## src/rtl/fseq_pkg.sv

```systemverilog
package fseq_pkg;

  typedef enum logic [1:0] {
    OP_NONE = 2'b00,
    OP_PROG = 2'b01,
    OP_SECT = 2'b10,
    OP_CHIP = 2'b11
  } fseq_op_e;

  typedef enum logic [2:0] {
    ST_IDLE,
    ST_ISSUE,
    ST_POLL,
    ST_CHK1,
    ST_CHK2
  } fseq_st_e;

  localparam logic [11:0] UNLK_A1  = 12'h555;
  localparam logic [11:0] UNLK_A2  = 12'h2AA;
  localparam logic [7:0]  KEY_1    = 8'hAA;
  localparam logic [7:0]  KEY_2    = 8'h55;
  localparam logic [7:0]  CMD_PROG = 8'hA0;
  localparam logic [7:0]  CMD_ERS  = 8'h80;
  localparam logic [7:0]  CMD_CHIP = 8'h10;
  localparam logic [7:0]  CMD_SECT = 8'h20;
  localparam logic [7:0]  ERASED   = 8'hFF;

  function automatic logic [2:0] last_step(fseq_op_e o);
    return (o == OP_PROG) ? 3'd3 : 3'd5;
  endfunction

endpackage

```

## src/rtl/fseq_cmd_table.sv

```systemverilog
module fseq_cmd_table
  import fseq_pkg::*;
#(
  parameter int AW = 19
) (
  input  fseq_op_e        op,
  input  logic [2:0]      step,
  input  logic [AW-1:0]   tgt_addr,
  input  logic [7:0]      tgt_data,
  output logic [AW-1:0]   cyc_addr,
  output logic [7:0]      cyc_data,
  output logic            is_last
);
  localparam int PADW = AW - 12;
  localparam logic [AW-1:0] A1 = {{PADW{1'b0}}, UNLK_A1};
  localparam logic [AW-1:0] A2 = {{PADW{1'b0}}, UNLK_A2};

  always_comb begin
    cyc_addr = A1;
    cyc_data = KEY_1;
    case (step)
      3'd0: begin cyc_addr = A1; cyc_data = KEY_1; end
      3'd1: begin cyc_addr = A2; cyc_data = KEY_2; end
      3'd2: begin cyc_addr = A1; cyc_data = (op == OP_PROG) ? CMD_PROG : CMD_ERS; end
      3'd3: begin
        if (op == OP_PROG) begin
          cyc_addr = tgt_addr;
          cyc_data = tgt_data;
        end else begin
          cyc_addr = A1;
          cyc_data = KEY_1;
        end
      end
      3'd4: begin cyc_addr = A2; cyc_data = KEY_2; end
      3'd5: begin
        if (op == OP_CHIP) begin
          cyc_addr = A1;
          cyc_data = CMD_CHIP;
        end else begin
          cyc_addr = tgt_addr;
          cyc_data = CMD_SECT;
        end
      end
      default: begin cyc_addr = A1; cyc_data = KEY_1; end
    endcase
    is_last = (step == last_step(op));
  end

  // the step index never runs past the final write of the operation
  always_comb begin
    if (op != OP_NONE)
      a_r3_step_range: assert (step <= last_step(op) || $isunknown(step))
        else $error("step beyond last write");
  end

endmodule

```

## src/rtl/fseq_poll_eval.sv

```systemverilog
module fseq_poll_eval (
  input  logic       mode_tog,
  input  logic [7:0] rd_data,
  input  logic [7:0] exp_data,
  input  logic       have_prev,
  input  logic       prev_b6,
  output logic       first_tog,
  output logic       poll_hit,
  output logic       full_ok
);
  always_comb begin
    first_tog = mode_tog && !have_prev;
    if (mode_tog)
      poll_hit = have_prev && (rd_data[6] == prev_b6);
    else
      poll_hit = (rd_data[7] == exp_data[7]);
    full_ok = (rd_data == exp_data);
  end
endmodule

```

## src/rtl/fseq_timer.sv

```systemverilog
module fseq_timer #(
  parameter int CW = 8
) (
  input  logic          clk,
  input  logic          rst_n,
  input  logic          clr,
  input  logic          en,
  input  logic [CW-1:0] limit,
  output logic          expired
);
  logic [CW-1:0] cnt_q, cnt_n;
  logic          cnt_en;

  always_comb begin
    cnt_en = clr || (en && (cnt_q < limit));
    cnt_n  = clr ? '0 : cnt_q + 1'b1;
  end

  always_ff @(posedge clk or negedge rst_n) begin
    if (!rst_n)      cnt_q <= '0;
    else if (cnt_en) cnt_q <= cnt_n;
  end

  assign expired = (cnt_q >= limit);

  // while polling, the count saturates at the selected limit
  a_r8_cnt_bound: assert property (@(posedge clk) disable iff (!rst_n)
    (en && !clr) |-> (cnt_q <= limit));

endmodule

```

## src/rtl/flash_pe_seq.sv

```systemverilog
module flash_pe_seq
  import fseq_pkg::*;
#(
  parameter int AW       = 19,
  parameter int TMO_PROG = 2000,
  parameter int TMO_SECT = 100000,
  parameter int TMO_CHIP = 400000
) (
  input  logic          clk,
  input  logic          rst_n,
  input  logic          start,
  input  logic [1:0]    op,
  input  logic [AW-1:0] addr,
  input  logic [7:0]    wdata,
  input  logic          poll_mode,
  output logic          busy,
  output logic          done,
  output logic          err,
  output logic          bw_req,
  output logic          br_req,
  output logic [AW-1:0] b_addr,
  output logic [7:0]    b_wdata,
  input  logic          b_ack,
  input  logic [7:0]    b_rdata
);
  localparam int TMO_MAX = (TMO_PROG > TMO_SECT) ?
                           ((TMO_PROG > TMO_CHIP) ? TMO_PROG : TMO_CHIP) :
                           ((TMO_SECT > TMO_CHIP) ? TMO_SECT : TMO_CHIP);
  localparam int CW = $clog2(TMO_MAX + 1);

  fseq_st_e      st_q, st_n;
  logic [2:0]    step_q, step_n;
  fseq_op_e      op_q;
  logic [AW-1:0] addr_q;
  logic [7:0]    data_q;
  logic          mode_q;
  logic          prev_q, prev_n;
  logic          hprev_q, hprev_n;
  logic          chk_q, chk_n;
  logic          done_q, done_n, err_q, err_n;
  logic          req_ld;

  logic [AW-1:0] cyc_addr;
  logic [7:0]    cyc_data;
  logic          cyc_last;
  logic [7:0]    exp_data;
  logic          first_tog, poll_hit, full_ok;
  logic [CW-1:0] tmo_lim;
  logic          tmo_exp;
  logic          polling;

  assign exp_data = (op_q == OP_PROG) ? data_q : ERASED;
  assign polling  = (st_q == ST_POLL) || (st_q == ST_CHK1) || (st_q == ST_CHK2);

  always_comb begin
    case (op_q)
      OP_PROG: tmo_lim = CW'(TMO_PROG);
      OP_SECT: tmo_lim = CW'(TMO_SECT);
      default: tmo_lim = CW'(TMO_CHIP);
    endcase
  end

  fseq_cmd_table #(.AW(AW)) i_tbl (
    .op       (op_q),
    .step     (step_q),
    .tgt_addr (addr_q),
    .tgt_data (data_q),
    .cyc_addr (cyc_addr),
    .cyc_data (cyc_data),
    .is_last  (cyc_last)
  );

  fseq_poll_eval i_eval (
    .mode_tog  (mode_q),
    .rd_data   (b_rdata),
    .exp_data  (exp_data),
    .have_prev (hprev_q),
    .prev_b6   (prev_q),
    .first_tog (first_tog),
    .poll_hit  (poll_hit),
    .full_ok   (full_ok)
  );

  fseq_timer #(.CW(CW)) i_tmr (
    .clk     (clk),
    .rst_n   (rst_n),
    .clr     (st_q == ST_ISSUE),
    .en      (polling),
    .limit   (tmo_lim),
    .expired (tmo_exp)
  );

  // next state
  always_comb begin
    st_n    = st_q;
    step_n  = step_q;
    prev_n  = prev_q;
    hprev_n = hprev_q;
    chk_n   = chk_q;
    done_n  = 1'b0;
    err_n   = 1'b0;
    req_ld  = 1'b0;
    case (st_q)
      ST_IDLE: begin
        if (start) begin
          if (fseq_op_e'(op) == OP_NONE) begin
            done_n = 1'b1;
            err_n  = 1'b1;
          end else begin
            req_ld = 1'b1;
            step_n = 3'd0;
            st_n   = ST_ISSUE;
          end
        end
      end
      ST_ISSUE: begin
        if (b_ack) begin
          if (cyc_last) begin
            hprev_n = 1'b0;
            st_n    = ST_POLL;
          end else begin
            step_n = step_q + 3'd1;
          end
        end
      end
      ST_POLL: begin
        if (b_ack) begin
          if (first_tog) begin
            hprev_n = 1'b1;
            prev_n  = b_rdata[6];
          end else if (poll_hit) begin
            done_n = 1'b1;
            st_n   = ST_IDLE;
          end else begin
            prev_n = b_rdata[6];
            st_n   = ST_CHK1;
          end
        end
      end
      ST_CHK1: begin
        if (b_ack) begin
          chk_n = full_ok;
          st_n  = ST_CHK2;
        end
      end
      ST_CHK2: begin
        if (b_ack) begin
          if (chk_q && full_ok) begin
            done_n = 1'b1;
            st_n   = ST_IDLE;
          end else if (tmo_exp) begin
            done_n = 1'b1;
            err_n  = 1'b1;
            st_n   = ST_IDLE;
          end else begin
            hprev_n = 1'b0;
            st_n    = ST_POLL;
          end
        end
      end
      default: st_n = ST_IDLE;
    endcase
  end

  // registers
  always_ff @(posedge clk or negedge rst_n) begin
    if (!rst_n) begin
      st_q    <= ST_IDLE;
      step_q  <= '0;
      prev_q  <= 1'b0;
      hprev_q <= 1'b0;
      chk_q   <= 1'b0;
      done_q  <= 1'b0;
      err_q   <= 1'b0;
    end else begin
      st_q    <= st_n;
      step_q  <= step_n;
      prev_q  <= prev_n;
      hprev_q <= hprev_n;
      chk_q   <= chk_n;
      done_q  <= done_n;
      err_q   <= err_n;
    end
  end

  always_ff @(posedge clk or negedge rst_n) begin
    if (!rst_n) begin
      op_q   <= OP_NONE;
      addr_q <= '0;
      data_q <= '0;
      mode_q <= 1'b0;
    end else if (req_ld) begin
      op_q   <= fseq_op_e'(op);
      addr_q <= addr;
      data_q <= wdata;
      mode_q <= poll_mode;
    end
  end

  assign busy    = (st_q != ST_IDLE);
  assign done    = done_q;
  assign err     = err_q;
  assign bw_req  = (st_q == ST_ISSUE);
  assign br_req  = polling;
  assign b_addr  = (st_q == ST_ISSUE) ? cyc_addr : addr_q;
  assign b_wdata = cyc_data;

  // a pending request keeps its address and data until acknowledged
  a_r4_req_hold: assert property (@(posedge clk) disable iff (!rst_n)
    ((bw_req || br_req) && !b_ack) |=> ($stable(b_addr) && $stable(b_wdata) &&
                                        $stable(bw_req) && $stable(br_req)));

  // write and read requests are exclusive
  a_r4_exclusive: assert property (@(posedge clk) disable iff (!rst_n)
    !(bw_req && br_req));

  // every poll read addresses the captured target
  a_r5_rd_target: assert property (@(posedge clk) disable iff (!rst_n)
    br_req |-> (b_addr == addr_q));

  // done lasts a single cycle and err only accompanies done
  a_r9_done_pulse: assert property (@(posedge clk) disable iff (!rst_n)
    done |=> !done);
  a_r9_err_with_done: assert property (@(posedge clk) disable iff (!rst_n)
    err |-> done);

  // a start during an operation does not restart the write sequence
  a_r10_busy_start: assert property (@(posedge clk) disable iff (!rst_n)
    (busy && start && bw_req && !b_ack) |=> $stable(step_q));

endmodule

```

## config.mk

```make
export PLATFORM = sky130hd
export DESIGN_NAME = flash_pe_seq
export DESIGN_NICKNAME = d
export VERILOG_FILES = /design/src/rtl/fseq_pkg.sv /design/src/rtl/fseq_cmd_table.sv /design/src/rtl/fseq_poll_eval.sv /design/src/rtl/fseq_timer.sv /design/src/rtl/flash_pe_seq.sv
export SDC_FILE = /design/constraint.sdc
export NUM_CORES = 1
export LEC_CHECK = 0
export ABC_CLOCK_PERIOD_IN_PS = 3300
export CAP_MARGIN = 40
export CORE_UTILIZATION = 50
export CTS_CLUSTER_DIAMETER = 60
export DETAILED_ROUTE_END_ITERATION = 8
export PLACE_DENSITY_LB_ADDON = 0.12
export RECOVER_POWER = 100
export SYNTH_ARGS = -nofsm -noshare
export SYNTH_HDL_FRONTEND = slang
export SYNTH_SLANG_ARGS = --single-unit
```

## constraint.sdc

```tcl
create_clock -name clk -period 3.3 [get_ports clk]
set_clock_uncertainty 0.2 [all_clocks]
set_input_delay 0.66 -clock clk [delete_from_list [all_inputs] [get_ports clk]]
set_output_delay 0.66 -clock clk [all_outputs]
set_load 0.02 [all_outputs]
```

==> impl_metrics.tcl, run 1 <==
set metrics [dict create \
    core_area_um2 7250 \
    path_common_cell "ha_1" \
    async_flop_share_pct 100 \
    hold_viol_final 0 \
    synth_ff_type "dfrtp_1" \
    reg2reg_slack_ps 230 \
    stdcell_count 640 \
    diodes 0 \
    cts_tree "yes" \
    syn_area_per_cell_um2 8.20 \
    required_ps 2440 \
    r2r_end "i_tmr.cnt_q[15]" \
    timing.fmax_ghz 0.312 \
    area_growth_pct 27.0 \
    crit_slowest_cell "clkdlybuf4s50_1" \
    synth.distinct_cells 54 \
    grt_first_pass_wirelength_mm 15.0 \
    drive_gt1_share_pct 7.58 \
    clk_pin_slew_ps 70 \
    cp_top_family "buffers and inverters" \
    netlist.area_leader.share_pct 40.1 \
    min_path_cells 2 \
    maxSlewViolCount 0 \
    synth-seq-area-share_pct 40.1 \
    drv_cap 0 \
    gp_congestion 0.843 \
    finalSetupViolCount 0 \
    grt_pass1_vias 3274 \
    antenna_found_initial 0 \
    peakVddDrop_mv 0.657 \
    synth_edf_count 0 \
    overflow 0 \
    port-buffer-count 73 \
    numCtsBuffers 9 \
    worst_setup_path_end_kind "primary output" \
    drt_wl_total_mm 9.01 \
    cts_sinks 60 \
    worst-path-buf-inv 2 \
    netlist_instances 457 \
    synthesis.area_um2 3750 \
    grt_usage_pct 24.9 \
    cp_cell_sequence "ha_1 -> ha_1 -> buf_4 -> nand3_1 -> nand2_1 -> a221o_1 -> clkdlybuf4s50_1" \
    r2r_start "op_q[1]" \
    yosys_warnings 0 \
    synthTopCellsByArea "dfrtp_1 (40%), nand2_1 (13%), ha_1 (7.3%)" \
    io_pins 74 \
    root_buffer "clkbuf_8" \
    arrival_ps 2350 \
    synth_nets 521 \
    p_leak_nw 2.23 \
    cp_max_fo 8 \
    critical_path.max_stage_delay_ps 540 \
    power.total_mw 4.04 \
    ys_seq_elements 60 \
    synth_top_area_cell "dfrtp_1" \
    worstSkewPairLatency_ps 330 \
    fin_crit_sh_pct 97.2 \
    grt_max_degree 31 \
    crit_path_start_kind "flip-flop" \
    dpl.hpwl_mm 6.46 \
    ant_nets 0 \
    outcome "finished, final reports clean" \
    rsz0062_at_grt "no" \
    die_w_um 88.6 \
    powerDensity_nw_per_um2 848 \
    cts.path.max_buffers 2 \
    start_util_pct 51.7 \
    period_needed_ps 3210 \
    tightest_slew_ps 1320 \
    min_to "addr_q[16]" \
    relSlewSlack_pct 11.7 \
    fin_tns_setup_ps 0 \
    wl_per_cell_um 14.1 \
    reg2reg_depth 10 \
    firstDrtPassIters 4 \
    worstHoldStart "addr_q[16]" \
    num_rows 31 \
    die_y_um 88.6 \
    avgViaCountPerCell 5.46 \
    dp.cells 624 \
    drc 0 \
    htreeDepth 3 \
    path_class "reg2out" \
    nets 601 \
    vias 3492 \
    hold_class "reg2reg" \
    dieArea_um2 7850 \
    drtIter0Drc 136 \
]
## report_power, final
part	switching, mW	total, mW	internal, mW
registers	0.188	1.14	0.954
clock network	0.279	0.640	0.361
logic	1.35	2.26	0.907
## per-stage QoR
| stage | cell area (um2) | util, % | setup slack [ps] | hold WS, ps |
|---|---|---|---|---|
| global placement | 4640 | 64.0 | 269 | 254 |
| CTS | 4840 | 66.7 | 26.0 | 74.3 |
| floorplan | 3750 | - | 518 | 164 |
| finish | 4760 | 65.7 | 90.9 | 276 |
| detailed placement | 4640 | 64.0 | 234 | 257 |
| global route | 4760 | 65.7 | 0.860 | 309 |
## cells in the final DEF (no fill, tap or decap), types with 2 or more instances in the layout
master           netlist  layout
nand4_1                2       2
and3_1                 5       5
and4_1                 2       2
buf_4                  0       8
nand2b_1               6       6
or4_1                  8       8
mux2i_1                4       4
o211ai_1               3       3
or3b_2                 4       3
nor2_1                16      16
clkbuf_1              14      17
o21ai_0               28      27
nand3_1               22      23
clkinv_2               0       3
a21oi_1               20      19
nor2b_1                4       4
or3_1                  6       6
dfrtp_2                0       3
dfrtp_1               60      57
a22oi_1                2       2
clkdlybuf4s50_1        0      47
o21a_1                 2       2
nor4_1                 4       4
and2_1                10      10
a221o_1                3       3
dlygate4sd2_1          0       6
o22ai_1                2       2
inv_1                 19      19
dlygate4sd3_1          0       6
a21o_1                13      13
dlymetal6s2s_1         0       2
nor3_1                 5       4
o31ai_1                9       9
xor2_1                 5       5
nand2_1              128     128
ha_1                  22      21
clkbuf_8               0      10
nand3b_1               2       2
## final cells by class
cell class | count | area (um2)
clock buffers | 10 | 138
clock inverters | 5 | 52.6
fillers | 632 | 2490
inverters | 19 | 71.3
multi-input cells | 359 | 2110
flip-flops and latches | 60 | 1510
well taps | 99 | 124
repair buffers | 88 | 757
## worst register-to-register path, cell delays in order, from the launching register on
cell and delay, ps:
dfrtp_1 420, ha_1 320, inv_1 150, ha_1 270
a2111o_1 360, a21oi_1 190, o21a_2 170, nand3_1 110
buf_12 190, or4_1 470, a21oi_1 160
## cell usage after synthesis, drive strengths merged (5+ instances only)
cell type and instances:
or3b 5, xor2 5, and2 10, or3 6, buf 5, ha 22, a21o 13, inv 19
or4 8, a21oi 20, clkbuf 14, o31ai 9, dfrtp 60, nor2 16, nand3 23, nor3 5
and3 5, nand2 128, o21ai 28, nand2b 6
## state kept, by name, indices dropped and copies added (netlist names)
name         cells
op_q             2
hprev_q          1
done             1
data_q           8
step_q           3
addr_q          19
chk_q            1
prev_q           1
st_q             3
i_tmr.cnt_q     19
err              1
mode_q           1
## worst max-delay path by stage
stage / slack [ps] / depth (start not counted) / startpoint / endpoint
after floorplan: 520 / 11 / op_q[0] / i_tmr.cnt_q[13]
after global placement: 270 / 9 / step_q[0] / b_addr[2]
after detailed placement: 230 / 4 / st_q[0] / b_addr[7]
after CTS: 30 / 6 / st_q[0] / b_addr[7]
after global routing: 0.9 / 7 / step_q[0] / b_wdata[6]
final: 90 / 7 / step_q[0] / b_wdata[6]
## cells by family after synthesis
family / synth area share (%)
buf+inv: 4.14
xor+xnor: 1.40
fa+ha+maj: 7.34
compound gates: 16.6
mux: 1.37
simple gates: 29.1
flops: 40.1
## routing by layer
layer | vias to the layer above | track usage, % | share of wire [%]
met5 | - | 0 | 0
met4 | 0 | 8.21 | 1.1
met3 | 8 | 4.29 | 3.7
met2 | 83 | 39.2 | 46
met1 | 1651 | 34.8 | 49
li1 | 1750 | - | -
## timing repair
item,4_1_cts,5_1_grt
buffers inserted,1,0
endpoints found under the setup margin,19,17
gates resized for setup,9,17
hold buffers,0,0
Note: power is estimated with default switching activity, not from simulation.
==> run 2, diff against run 1 <==
--- a/config.mk
+++ b/config.mk
@@ -5,7 +5,7 @@
 export SDC_FILE = /design/constraint.sdc
 export NUM_CORES = 1
 export LEC_CHECK = 0
-export ABC_CLOCK_PERIOD_IN_PS = 3300
+export ABC_CLOCK_PERIOD_IN_PS = 3900
 export CAP_MARGIN = 40
 export CORE_UTILIZATION = 50
 export CTS_CLUSTER_DIAMETER = 60
@@ -15,3 +15,4 @@
 export SYNTH_ARGS = -nofsm -noshare
 export SYNTH_HDL_FRONTEND = slang
 export SYNTH_SLANG_ARGS = --single-unit
+export TNS_END_PERCENT = 20
==> constraint.sdc (replaced) <==
create_clock -name clk -period 3.9 [get_ports clk]
set_clock_uncertainty 0.2 [all_clocks]
set_input_delay 0.78 -clock clk [delete_from_list [all_inputs] [get_ports clk]]
set_output_delay 0.78 -clock clk [all_outputs]
set_load 0.02 [all_outputs]
==> impl_metrics.tcl, run 2 (synthesized netlist as in run 1, its figures left out) <==
set metrics [dict create \
    hold_viol_final 0 \
    grt_util_met2_pct 38.0 \
    place_ws_ps 380 \
    ant_nets 0 \
    start_util_pct 51.7 \
    met1_usage_pct 33.4 \
    path_class "reg2out" \
    layout_commonest_cell "nand2_1" \
    clkPwrFrac_pct 18.3 \
    numCtsBuffers 9 \
    num_rows 31 \
    use_met3_pct 5.78 \
    diodes 0 \
    grt_max_degree 33 \
    switching_power_mw 1.55 \
    cts_sinks 60 \
    min_path_cells 2 \
    io_pins 74 \
    cts_tree "yes" \
    antenna_found_initial 0 \
    violations "capacitance limit, slew limit" \
    final_util_pct 66.1 \
    htreeDepth 3 \
    fin_tns_setup_ps 0 \
    setup_slack_ps 190 \
    p_leak_nw 2.23 \
    finalSetupViolCount 0 \
    die_w_um 88.6 \
    reg.largest.list "addr_q: 19 flops, i_tmr.cnt_q: 19 flops, data_q: 8 flops" \
    arrival_ps 2730 \
    worst_setup_path_end_kind "primary output" \
    timing.fmax_ghz 0.270 \
    stdcell_area_um2 4800 \
    overflow 0 \
    powerDensity_nw_per_um2 744 \
    dieArea_um2 7850 \
    period_needed_ps 3710 \
    drive_gt1_share_pct 6.00 \
    dpl.hpwl_mm 6.38 \
    rsz0062_at_grt "no" \
    cts.path.max_buffers 2 \
    reg2reg_depth 10 \
    grt_usage_pct 24.3 \
    firstDrtPassIters 4 \
    p_seq_share_pct 27.6 \
    relSlewSlack_pct -19.1 \
    drtIter0Drc 130 \
    worstSkewPairLatency_ps 340 \
    maxSlewViolCount 33 \
    drv_cap 1 \
    clk_pin_slew_ps 70 \
    grt_pass1_vias 3142 \
    area_growth_pct 27.9 \
    outcome "complete, but fails checks" \
    avgViaCountPerCell 5.59 \
    hold_class "reg2reg" \
    drt_wl_total_mm 8.99 \
    root_buffer "clkbuf_8" \
    core_area_um2 7250 \
    grt_first_pass_wirelength_mm 14.7 \
    crit_path_start_kind "flip-flop" \
    nets 592 \
    cp_max_fo 12 \
    n_fill_cell 622 \
    fin_crit_sh_pct 95.1 \
    required_ps 2920 \
    peakVddDrop_mv 0.590 \
    place_area_um2 4560 \
    swShare_pct 43.4 \
    vias 3536 \
    die_y_um 88.6 \
    port-buffer-count 73 \
    intPower_mw 2.02 \
    tightest_slew_ps 1790 \
    drc 0 \
    gp_congestion 0.892 \
    wl_per_cell_um 14.2 \
    share_comb_of_total_power_pct 54.1 \
    most-common-layout-cells "nand2_1 (128), dfrtp_1 (60), clkdlybuf4s50_1 (48)" \
    grt-busiest-layer "met2" \
]
==> run 2: final cells by class <==
cell class                      instances  area, um2  share of cell area [%]
Sequential cell                        60       1500                    31.3
Tap cell                               99        124                    2.58
Clock inverter                          5       83.8                    1.75
Clock buffer                           11        151                    3.16
Multi-Input combinational cell        359       2100                    43.9
Timing Repair Buffer                   79        759                    15.8
Inverter                               19       71.3                    1.49
==> run 2: power groups by stage <==
stage	Combinational [mW]	Clock, mW	Sequential, mW
after floorplan	1.25	0	0.924
final	1.93	0.653	0.983
after global routing	2.13	0.690	1.01
after CTS	1.99	0.668	0.982
after global placement	1.92	0	0.985
after detailed placement	1.97	0	0.983
==> run 2: worst paths after layout <==
path | startpoint | end | slack (ps)
setup reg to reg | op_q[0] | i_tmr.cnt_q[17] | 600
min in group asynchronous | rst_n | i_tmr.cnt_q[4] | 710
max in group asynchronous | rst_n | st_q[2] | 1240
setup / recovery | step_q[2] | b_addr[8] | 190
hold / removal | addr_q[12] | addr_q[12] | 280
hold reg to reg | addr_q[12] | addr_q[12] | 280
==> run 2: what timing repair did <==
action,4_1_cts,5_1_grt
gates resized for setup,0,1
endpoints found under the setup margin,13,6
setup buffers,1,0
pin swaps,1,0
hold buffers,0,0
==> run 2: through the flow <==
step | hold WS [ps] | total power, mW | std cells
2_1_floorplan | 237 | 2.17 | 457
3_3_place_gp | 252 | 2.90 | 615
3_5_place_dp | 259 | 2.95 | 615
4_1_cts | 283 | 3.64 | 632
5_1_grt | 297 | 3.83 | 632
6_report | 279 | 3.57 | 632
==> run 2: worst max-delay path: stages (launching register included) <==
cell and delay, ps:
dfrtp_1 550, inv_1 150, ha_1 360, nand2_1 170, o21ai_0 120, a21oi_2 310
a21o_1 130, clkdlybuf4s50_1 600
==> run 2: routing by layer <==
layer  wire [um]  vias to the layer above
met5           0                        -
met4         132                        0
met3         524                       13
met2        4150                       98
met1        4180                     1688
li1            -                     1737
==> run 3, diff against run 2 <==
--- a/config.mk
+++ b/config.mk
@@ -10,8 +10,10 @@
 export CORE_UTILIZATION = 50
 export CTS_CLUSTER_DIAMETER = 60
 export DETAILED_ROUTE_END_ITERATION = 8
-export PLACE_DENSITY_LB_ADDON = 0.12
+export MAX_ROUTING_LAYER = met4
+export PLACE_DENSITY_LB_ADDON = 0.05
 export RECOVER_POWER = 100
+export SKIP_LAST_GASP = 1
 export SYNTH_ARGS = -nofsm -noshare
 export SYNTH_HDL_FRONTEND = slang
 export SYNTH_SLANG_ARGS = --single-unit
==> impl_metrics.tcl, run 3 (synthesized netlist as in run 1, its figures left out) <==
set metrics [dict create \
    ant_nets 0 \
    required_ps 2920 \
    root_buffer "clkbuf_8" \
    firstDrtPassIters 5 \
    grt_usage_pct 26.3 \
    hold_class "reg2reg" \
    crit_cells 7 \
    cts.path.max_buffers 2 \
    die_w_um 88.6 \
    peakVddDrop_mv 0.584 \
    die_y_um 88.6 \
    crit_slowest_cell "clkdlybuf4s50_1" \
    grt_max_degree 31 \
    gp_congestion 0.906 \
    avgViaCountPerCell 5.44 \
    clk_pin_slew_ps 70 \
    hold_buffers 0 \
    drtIter0Drc 203 \
    place_ws_ps 394 \
    drc 0 \
    setup_slack_ps -12.1 \
    wl_per_cell_um 14.7 \
    dpl.hpwl_mm 6.68 \
    power.total_mw 3.57 \
    worstSkewPairLatency_ps 340 \
    start_util_pct 51.7 \
    stdcell_area_um2 4780 \
    outcome "complete, but fails checks" \
    cp_cell_sequence "inv_1 -> ha_1 -> nand2_1 -> o21ai_0 -> a21oi_1 -> a21o_1 -> clkdlybuf4s50_1" \
    cp_max_fo 12 \
    overflow 0 \
    nets 593 \
    drv_cap 0 \
    tightest_slew_ps 1380 \
    arrival_ps 2930 \
    vias 3443 \
    num_rows 31 \
    min_path_cells 2 \
    drive_gt1_share_pct 5.24 \
    grt_first_pass_wirelength_mm 15.2 \
    ctsResizeCount 0 \
    p_leak_nw 2.21 \
    period_needed_ps 3910 \
    rsz0062_at_grt "yes" \
    area_growth_pct 27.6 \
    layout_commonest_cell "nand2_1" \
    maxSlewViolCount 0 \
    dp.cells 616 \
    most-common-layout-cells "nand2_1 (128), dfrtp_1 (60), clkdlybuf4s50_1 (57)" \
    drt_wl_total_mm 9.31 \
    cts_tree "yes" \
    reg.largest.list "addr_q: 19 flops, i_tmr.cnt_q: 19 flops, data_q: 8 flops" \
    critical_path.max_stage_delay_ps 610 \
    antenna_found_initial 0 \
    io_pins 74 \
    reg2reg_depth 10 \
    finalSetupViolCount 2 \
    relSlewSlack_pct 7.71 \
    multiInputGateArea_um2 2100 \
    port-buffer-count 73 \
    crit_path_start_kind "flip-flop" \
    grt_pass1_vias 3153 \
    worst-path-buf-inv 2 \
    fin_crit_sh_pct 100 \
    n_fill_cell 650 \
    fin_tns_setup_ps -14.8 \
    powerDensity_nw_per_um2 747 \
    worst_setup_path_end_kind "primary output" \
    regArea_um2 1500 \
    cp_top_family "buffers and inverters" \
    hold_viol_final 0 \
    stdcell_count 633 \
    violations "setup timing" \
    core_area_um2 7250 \
    htreeDepth 3 \
    numCtsBuffers 9 \
    diodes 0 \
    dieArea_um2 7850 \
    place_area_um2 4590 \
    path_class "reg2out" \
    timing.fmax_ghz 0.256 \
    cts_sinks 60 \
]
-- run 3: power breakdown --
part	switching, mW	internal (mW)
sequential	0.180	0.804
combinational	1.11	0.834
clock	0.247	0.397
total	1.54	2.03
-- run 3: final cells by class --
class	instances	area share, %
sequential	60	31.4
clock buffer	13	3.32
timing repair buffer	80	16.0
clock inverter	3	1.44
multi-input combinational	359	43.8
tap	99	2.59
inverter	19	1.49
-- run 3: per-stage QoR --
step	util (%)	hold slack (ps)
floorplan	-	237
global placement	62.9	257
detailed placement	63.3	256
CTS	66.4	182
global route	65.9	290
finish	65.9	279
-- run 3: final timing paths --
kind	from	slack (ps)	to
max in group asynchronous	rst_n	1060	step_q[0]
worst max-delay path	step_q[2]	-10	b_addr[10]
worst min register to register	addr_q[13]	280	addr_q[13]
worst max register to register	op_q[0]	160	i_tmr.cnt_q[17]
worst min-delay path	addr_q[13]	280	addr_q[13]
min in group asynchronous	rst_n	360	i_tmr.cnt_q[17]
-- run 3: tightest hold or removal path: stages (launching register included) --
cell,delay [ps]
dfrtp_1,350
nand2_1,50
nand2_1,50
-- run 3: repair_timing --
| action | 4_1_cts | 5_1_grt |
|---|---|---|
| setup endpoints to repair | 0 | 19 |
| hold endpoints to repair | 0 | 0 |
| buffers inserted | 0 | 1 |
-- run 3: layer usage --
layer	share of wire, %	global-route usage (%)	wire length, um	vias to the layer above
met3	5.3	5.97	493	2
met1	49	36.7	4600	1627
met4	0.33	8.06	31	0
li1	-	-	-	1733
met5	0	-	0	-
met2	45	38.1	4190	81
